[src/rtl/cfg_seq_pkg.sv]
package cfg_seq_pkg;

    localparam int MODE_W = 4;
    localparam int STAT_W = 12;

    typedef enum logic [2:0] {
        PH_POWERUP = 3'd0,
        PH_RESET   = 3'd1,
        PH_CONFIG  = 3'd2,
        PH_INIT    = 3'd3,
        PH_USER    = 3'd4,
        PH_UNKNOWN = 3'd5
    } phase_e;

    typedef enum logic [2:0] {
        ST_UNKNOWN,
        ST_IDLE,
        ST_PULSE,
        ST_WAITST,
        ST_STREAM,
        ST_SETTLE,
        ST_USER,
        ST_FAIL
    } state_e;

    typedef enum logic [1:0] {
        ERR_NONE  = 2'd0,
        ERR_OWNER = 2'd1,
        ERR_POWER = 2'd2,
        ERR_MODE  = 2'd3
    } err_e;

endpackage

[src/rtl/cfg_mode_decode.sv]
module cfg_mode_decode
    import cfg_seq_pkg::*;
#(
    parameter int RATIO_W = 4
) (
    input  logic [MODE_W-1:0]  mode_i,
    output logic               wide_o,
    output logic [RATIO_W-1:0] ratio_o,
    output logic               known_o
);

    always_comb begin
        wide_o  = mode_i[3];
        known_o = 1'b1;
        ratio_o = RATIO_W'(1);
        unique case (mode_i[1:0])
            2'd0: ratio_o = RATIO_W'(1);
            2'd1: ratio_o = RATIO_W'(4);
            2'd2: ratio_o = RATIO_W'(8);
            2'd3: known_o = 1'b0;
        endcase
    end

    // bit 2 selects power-on delay on the fabric side and has no effect here
    logic unused_bit;
    assign unused_bit = mode_i[2];

endmodule

[src/rtl/cfg_low_timer.sv]
module cfg_low_timer #(
    parameter int PULSE_MIN = 4
) (
    input  logic clk,
    input  logic rst_n,
    input  logic en_i,
    output logic expired_o
);

    localparam int CW = $clog2(PULSE_MIN + 1);

    logic [CW-1:0] cnt_q;

    assign expired_o = (cnt_q == CW'(PULSE_MIN - 1));

    always_ff @(posedge clk or negedge rst_n) begin
        if (!rst_n)          cnt_q <= '0;
        else if (!en_i)      cnt_q <= '0;
        else if (!expired_o) cnt_q <= cnt_q + 1'b1;
    end

endmodule

[src/rtl/cfg_word_pacer.sv]
module cfg_word_pacer #(
    parameter int DATA_W  = 32,
    parameter int RATIO_W = 4
) (
    input  logic               clk,
    input  logic               rst_n,
    input  logic               en_i,
    input  logic               wide_i,
    input  logic [RATIO_W-1:0] ratio_i,
    input  logic [DATA_W-1:0]  s_data_i,
    input  logic               s_valid_i,
    output logic               s_ready_o,
    output logic               wr_o,
    output logic [DATA_W-1:0]  data_o
);

    localparam int HALF = DATA_W / 2;

    logic [RATIO_W-1:0] hold_q;
    logic [DATA_W-1:0]  narrow;
    logic               take;

    assign narrow    = {{(DATA_W-HALF){1'b0}}, s_data_i[HALF-1:0]};
    assign s_ready_o = en_i && (hold_q == '0);
    assign take      = s_valid_i && s_ready_o;

    always_ff @(posedge clk or negedge rst_n) begin
        if (!rst_n) begin
            hold_q <= '0;
            wr_o   <= 1'b0;
            data_o <= '0;
        end else begin
            wr_o <= take;
            if (take) begin
                data_o <= wide_i ? s_data_i : narrow;
                hold_q <= ratio_i - 1'b1;
            end else if (!en_i) begin
                hold_q <= '0;
            end else if (hold_q != '0) begin
                hold_q <= hold_q - 1'b1;
            end
        end
    end

endmodule

[src/rtl/cfg_phase_seq.sv]
module cfg_phase_seq
    import cfg_seq_pkg::*;
#(
    parameter int DATA_W    = 32,
    parameter int RATIO_W   = 4,
    parameter int PULSE_MIN = 4,
    parameter int MAX_RETRY = 5,
    localparam int RETRY_W  = $clog2(MAX_RETRY + 1)
) (
    input  logic               clk,
    input  logic               rst_n,
    input  logic               own_i,
    input  logic               pwr_good_i,
    input  logic               start_i,
    input  logic               hold_rst_i,
    input  logic [3:0]         mode_sel_i,
    output logic               prog_n_o,
    input  logic               fab_ok_i,
    input  logic               load_done_i,
    input  logic               wake_done_i,
    input  logic [DATA_W-1:0]  s_data_i,
    input  logic               s_valid_i,
    output logic               s_ready_o,
    output logic [DATA_W-1:0]  cfg_data_o,
    output logic               cfg_wr_o,
    output logic [2:0]         phase_o,
    output logic               port32_o,
    output logic [RATIO_W-1:0] ratio_o,
    output logic               mode_ok_o,
    output logic [1:0]         err_code_o,
    output logic [RETRY_W-1:0] retries_o,
    output logic               done_o,
    output logic               fail_o,
    output logic [11:0]        status_o
);

    state_e             state_q, state_d;
    err_e               cmd_err, err_q;
    logic [RETRY_W-1:0] retry_q;
    logic [MODE_W-1:0]  mode_q;
    logic               load_q, wake_q;
    logic               cmd_live, cmd_ok, fab_err, retry_left;
    logic               tmr_done;
    logic               pace_wide, pace_known;
    logic [RATIO_W-1:0] pace_ratio;

    // live decode gates commands and feeds status; latched decode feeds the pacer
    cfg_mode_decode #(.RATIO_W(RATIO_W)) u_dec_live (
        .mode_i (mode_sel_i),
        .wide_o (port32_o),
        .ratio_o(ratio_o),
        .known_o(mode_ok_o)
    );

    cfg_mode_decode #(.RATIO_W(RATIO_W)) u_dec_held (
        .mode_i (mode_q),
        .wide_o (pace_wide),
        .ratio_o(pace_ratio),
        .known_o(pace_known)
    );

    cfg_low_timer #(.PULSE_MIN(PULSE_MIN)) u_timer (
        .clk      (clk),
        .rst_n    (rst_n),
        .en_i     (state_q == ST_PULSE),
        .expired_o(tmr_done)
    );

    cfg_word_pacer #(.DATA_W(DATA_W), .RATIO_W(RATIO_W)) u_pacer (
        .clk      (clk),
        .rst_n    (rst_n),
        .en_i     ((state_q == ST_STREAM) && pace_known),
        .wide_i   (pace_wide),
        .ratio_i  (pace_ratio),
        .s_data_i (s_data_i),
        .s_valid_i(s_valid_i),
        .s_ready_o(s_ready_o),
        .wr_o     (cfg_wr_o),
        .data_o   (cfg_data_o)
    );

    // command gate: power first, then ownership, then mode
    always_comb begin
        if (!pwr_good_i)     cmd_err = ERR_POWER;
        else if (!own_i)     cmd_err = ERR_OWNER;
        else if (!mode_ok_o) cmd_err = ERR_MODE;
        else                 cmd_err = ERR_NONE;
    end

    assign cmd_live   = (start_i || hold_rst_i) && (state_q != ST_UNKNOWN);
    assign cmd_ok     = cmd_live && (cmd_err == ERR_NONE);
    assign fab_err    = ((state_q == ST_STREAM) || (state_q == ST_SETTLE)) && !fab_ok_i;
    assign retry_left = (retry_q < RETRY_W'(MAX_RETRY));

    // state register and bookkeeping of the run
    always_ff @(posedge clk or negedge rst_n) begin
        if (!rst_n) begin
            state_q <= ST_UNKNOWN;
            err_q   <= ERR_NONE;
            retry_q <= '0;
            mode_q  <= '0;
            load_q  <= 1'b0;
            wake_q  <= 1'b0;
        end else begin
            state_q <= state_d;
            load_q  <= load_done_i;
            wake_q  <= wake_done_i;
            if (cmd_live) err_q <= cmd_err;
            if (cmd_ok)                      retry_q <= '0;
            else if (fab_err && retry_left)  retry_q <= retry_q + 1'b1;
            if (state_q == ST_PULSE) mode_q <= mode_sel_i;
        end
    end

    // next-state logic
    always_comb begin
        state_d = state_q;
        if (cmd_ok) begin
            state_d = ST_PULSE;
        end else begin
            unique case (state_q)
                ST_UNKNOWN: state_d = ST_IDLE;
                ST_IDLE:    state_d = ST_IDLE;
                ST_PULSE:   if (tmr_done && !hold_rst_i) state_d = ST_WAITST;
                ST_WAITST:  if (fab_ok_i) state_d = ST_STREAM;
                ST_STREAM: begin
                    if (!fab_ok_i)                    state_d = retry_left ? ST_PULSE : ST_FAIL;
                    else if (load_done_i && !load_q)  state_d = ST_SETTLE;
                end
                ST_SETTLE: begin
                    if (!fab_ok_i)                    state_d = retry_left ? ST_PULSE : ST_FAIL;
                    else if (wake_done_i && !wake_q)  state_d = ST_USER;
                end
                ST_USER:    state_d = ST_USER;
                ST_FAIL:    state_d = ST_FAIL;
            endcase
        end
    end

    // outputs
    phase_e phase;
    always_comb begin
        unique case (state_q)
            ST_UNKNOWN:          phase = PH_UNKNOWN;
            ST_IDLE, ST_FAIL:    phase = PH_POWERUP;
            ST_PULSE, ST_WAITST: phase = PH_RESET;
            ST_STREAM:           phase = PH_CONFIG;
            ST_SETTLE:           phase = PH_INIT;
            ST_USER:             phase = PH_USER;
        endcase
        phase_o    = phase;
        prog_n_o   = (state_q != ST_PULSE);
        done_o     = (state_q == ST_USER);
        fail_o     = (state_q == ST_FAIL);
        err_code_o = err_q;
        retries_o  = retry_q;
        status_o   = {2'b00, port32_o, mode_ok_o, fail_o, done_o,
                      own_i, pwr_good_i, prog_n_o, wake_done_i, load_done_i, fab_ok_i};
    end

endmodule

[config.mk]
export PLATFORM = sky130hd
export DESIGN_NAME = cfg_phase_seq
export DESIGN_NICKNAME = d
export VERILOG_FILES = /design/src/rtl/cfg_seq_pkg.sv /design/src/rtl/cfg_mode_decode.sv /design/src/rtl/cfg_low_timer.sv /design/src/rtl/cfg_word_pacer.sv /design/src/rtl/cfg_phase_seq.sv
export SDC_FILE = /design/constraint.sdc
export NUM_CORES = 1
export LEC_CHECK = 0
export ABC_AREA = 0
export CAP_MARGIN = 20
export CORE_MARGIN = 3
export CORE_UTILIZATION = 39
export CTS_BUF_LIST = sky130_fd_sc_hd__clkbuf_16
export CTS_CLUSTER_SIZE = 30
export DETAILED_ROUTE_END_ITERATION = 7
export PLACE_DENSITY = 0.74
export SLEW_MARGIN = 20
export SYNTH_ARGS = -nofsm -noshare
export SYNTH_HDL_FRONTEND = slang
export SYNTH_SLANG_ARGS = --single-unit
[constraint.sdc]
create_clock -name clk -period 1.6 [get_ports clk]
set_input_delay 0.4 -clock clk [delete_from_list [all_inputs] [get_ports clk]]
set_output_delay 0.4 -clock clk [all_outputs]
set_load 0.05 [all_outputs]
==> key figures <==
Drt
  • Routed WL per cell: between 15 and 20 um
  • Residual DRC: 0
  • Drt first pass iters: 4
  • Vias/cell: approximately 5.0
  • DRT Wirelength: 8.40 mm
  • Initial drt markers: 67
  • DRT antenna net count: 0
  • Detailed-route via count: 2304

Global route
  • First-pass GRT wire length: 12.1 mm
  • GR Util All Layers: 0.203
  • Initial antenna violation count: 0
  • Largest net degree at the start of global routing: 30
  • Number of global-route vias before repair: 2408
  • Grt ovf: 0

STA
  • Setup violations, final: 41
  • Max-slew headroom: 0.612
  • RSZ-0062 raised after global routing: true
  • Final Max Tran Viols: 0
  • Final setup skew: 11.3 ps
  • Worst Max-Slew Pin Slew: 581 ps
  • Min cycle time layout: 1930 ps
  • Fmax: between 500 and 600 MHz
  • Final Hold Viols: 0
  • Period utilization: 1.21
  • Final WS setup: -329 ps

Finish
  • P&R area growth vs syn: 95.5%
  • # fillers: 336
  • Final net count: 438
  • Fraction of layout instances using a drive strength above 1: 0.509
  • Fin cells: 460
  • Post-Layout Inst Area: 5200 sq um
  • Ant diodes: 0

Synth
  • Synth area leaders: dfrtp_1, mux2_4, nand2_1
  • Primary FF master, synth: dfrtp_1
  • Sequential share of the synthesized area: 0.498
  • Post-synth EDFFs: 0
  • Top-count cell post-synth: dfrtp_1
  • Top cell types by occurrence after synthesis: dfrtp_1, nand2_1, o21ai_0
  • Post-synth design cell area: 2660 sq um
  • Syn avg cell area: between 10 and 15 sq um
  • Share of the synthesized area in the top cell type: 0.498
  • Syn. warnings: 0
  • #FFs+latches synth: 53
  • Synth area leader: dfrtp_1
  • Post-synthesis async set-or-reset flop share: 1.00
  • Synth Instances: 244
  • Netlist cell types: 37

Clock tree
  • CTS tree: yes
  • Max H-tree Level: 2
  • CTS max path bufs: 2
  • CTS root buf: clkbuf_16
  • Clk_lat worst skew: 300 ps
  • Hold Buf Count CTS: 0
  • Clock Sinks: 53
  • Reg clk slew, reported paths: 70 ps
  • Inserted Clock Buffers: 5

Worst setup path
  • Data arrival, critical path: 1530 ps
  • Critical path launch point: u_pacer.hold_q[1]
  • Crit Path Max Fanout: 2
  • CP Launch Type: flop
  • Crit path capture type: primary output
  • CP Class: flop to primary output
  • Worst r2r src: u_pacer.hold_q[1]
  • CP required: around 1200 ps

Placed design
  • Area after DPL: between 4000 and 5000 sq um
  • Cells after DPL: around 430
  • Post-DP HPWL: 5.48 mm
  • GP Congestion: 0.753
  • Pre-CTS WS: -323 ps
  • Port-buffer cells: about 100

Floorplanning
  • Initial core utilization: 0.410
  • Core Region: 6490 sq um
  • Die area: around 7900 sq um
  • Die Wd: between 80 and 90 um
  • Die height: about 89 um
  • Num ports: roughly 110
  • Num rows: 29

Pwr
  • Peak supply drop: 1.53 mV
  • Power per standard cell area: about 2100 nW/um^2
  • LEAKAGE: 2.41 nW
  • Power consumption: 0.0109 W

Job
  • Max-Cap Viols: 0

Status
  • Violated checks: negative setup slack
  • Status: complete, but fails checks

Worst hold path
  • Worst hold path type: primary input to async pin
## layout make-up
cell class	instances	area, sq um	area share
clock buffer	5	125	0.0241
clock inverter	3	42.5	0.00818
timing repair buffer	156	2160	0.416
tap	77	96.3	0.0185
inverter	10	46.3	0.00890
sequential	53	1330	0.255
multi-input combinational	156	1400	0.269
## power by group
group	internal (W)	leakage (nW)	total (W)	switching (W)
Clock	0.000736	0.0852	0.00123	0.000493
Combinational	0.00361	1.64	0.00707	0.00345
Sequential	0.00185	0.684	0.00258	0.000735
Total	0.00620	2.41	0.0109	0.00468
## stage by stage
step                      hold WS, ps   util  TNS, ps
after floorplan                   104      -     -298
after detailed placement          433  0.697    -6870
final                             104  0.801    -8700
after global placement            416  0.697    -4190
after global routing              127  0.801   -11660
after CTS                         116  0.778    -6750
## what timing repair did
action	in CTS	in global routing
gates resized for setup	57	46
buffers inserted	15	8
pin swaps	9	19
gates cloned	4	0
endpoints found under the setup margin	53	51
## registers in the layout (all words and copies together) (netlist names)
name	count
u_timer.cnt_q	3
err_code_o	2
u_pacer.wr_o	1
u_pacer.data_o	32
retries_o	3
u_pacer.hold_q	4
wake_q	1
load_q	1
mode_q	3
state_q	3
## metal layers
layer | global-route usage | vias up | wire (um)
met4 | 0.0893 | 0 | 302
met2 | 0.352 | 85 | 4680
met3 | 0.0456 | 21 | 407
met5 | 0 | - | 0
li1 | - | 1070 | -
met1 | 0.240 | 1128 | 3010
## worst paths after layout
kind / endpoint / slack, ps / cells after the start
max: s_ready_o / -330 / 5
min: u_pacer.data_o[1] / 100 / 2
max reg2reg: u_pacer.data_o[12] / -290 / 9
min in group clk: err_code_o[0] / 530 / 2
max in group asynchronous: u_pacer.data_o[25] / 1160 / 2
min reg2reg: err_code_o[0] / 530 / 2
## logic make-up after synthesis
logic type               count (synthesis)  share of synthesized area
adder cells (fa/ha/maj)                 10                     0.0470
flip-flops                              53                      0.498
AO/OA/AOI/OAI                           40                     0.0940
multiplexers                            20                      0.106
other                                    1                    0.00141
XOR/XNOR                                 5                     0.0165
buffers and inverters                   37                     0.0874
AND/OR/NAND/NOR                         78                      0.150
## placed cells by master, fill, tap and decap left out, types with 9 or more instances in the layout
| master | count |
|---|---|
| buf_12 | 64 |
| buf_4 | 36 |
| buf_6 | 9 |
| clkdlybuf4s50_1 | 39 |
| dfrtp_1 | 53 |
| mux2_4 | 16 |
| nand2_1 | 23 |
| nand2_4 | 13 |
| nor2_1 | 10 |
| o21ai_2 | 11 |
## critical path, stage by stage, from the launching register on
cell,delay [ps]
dfrtp_1,380
inv_2,80
ha_4,130
or3b_4,390
nor2_4,110
buf_12,140
(Power assumes the default switching activity.)
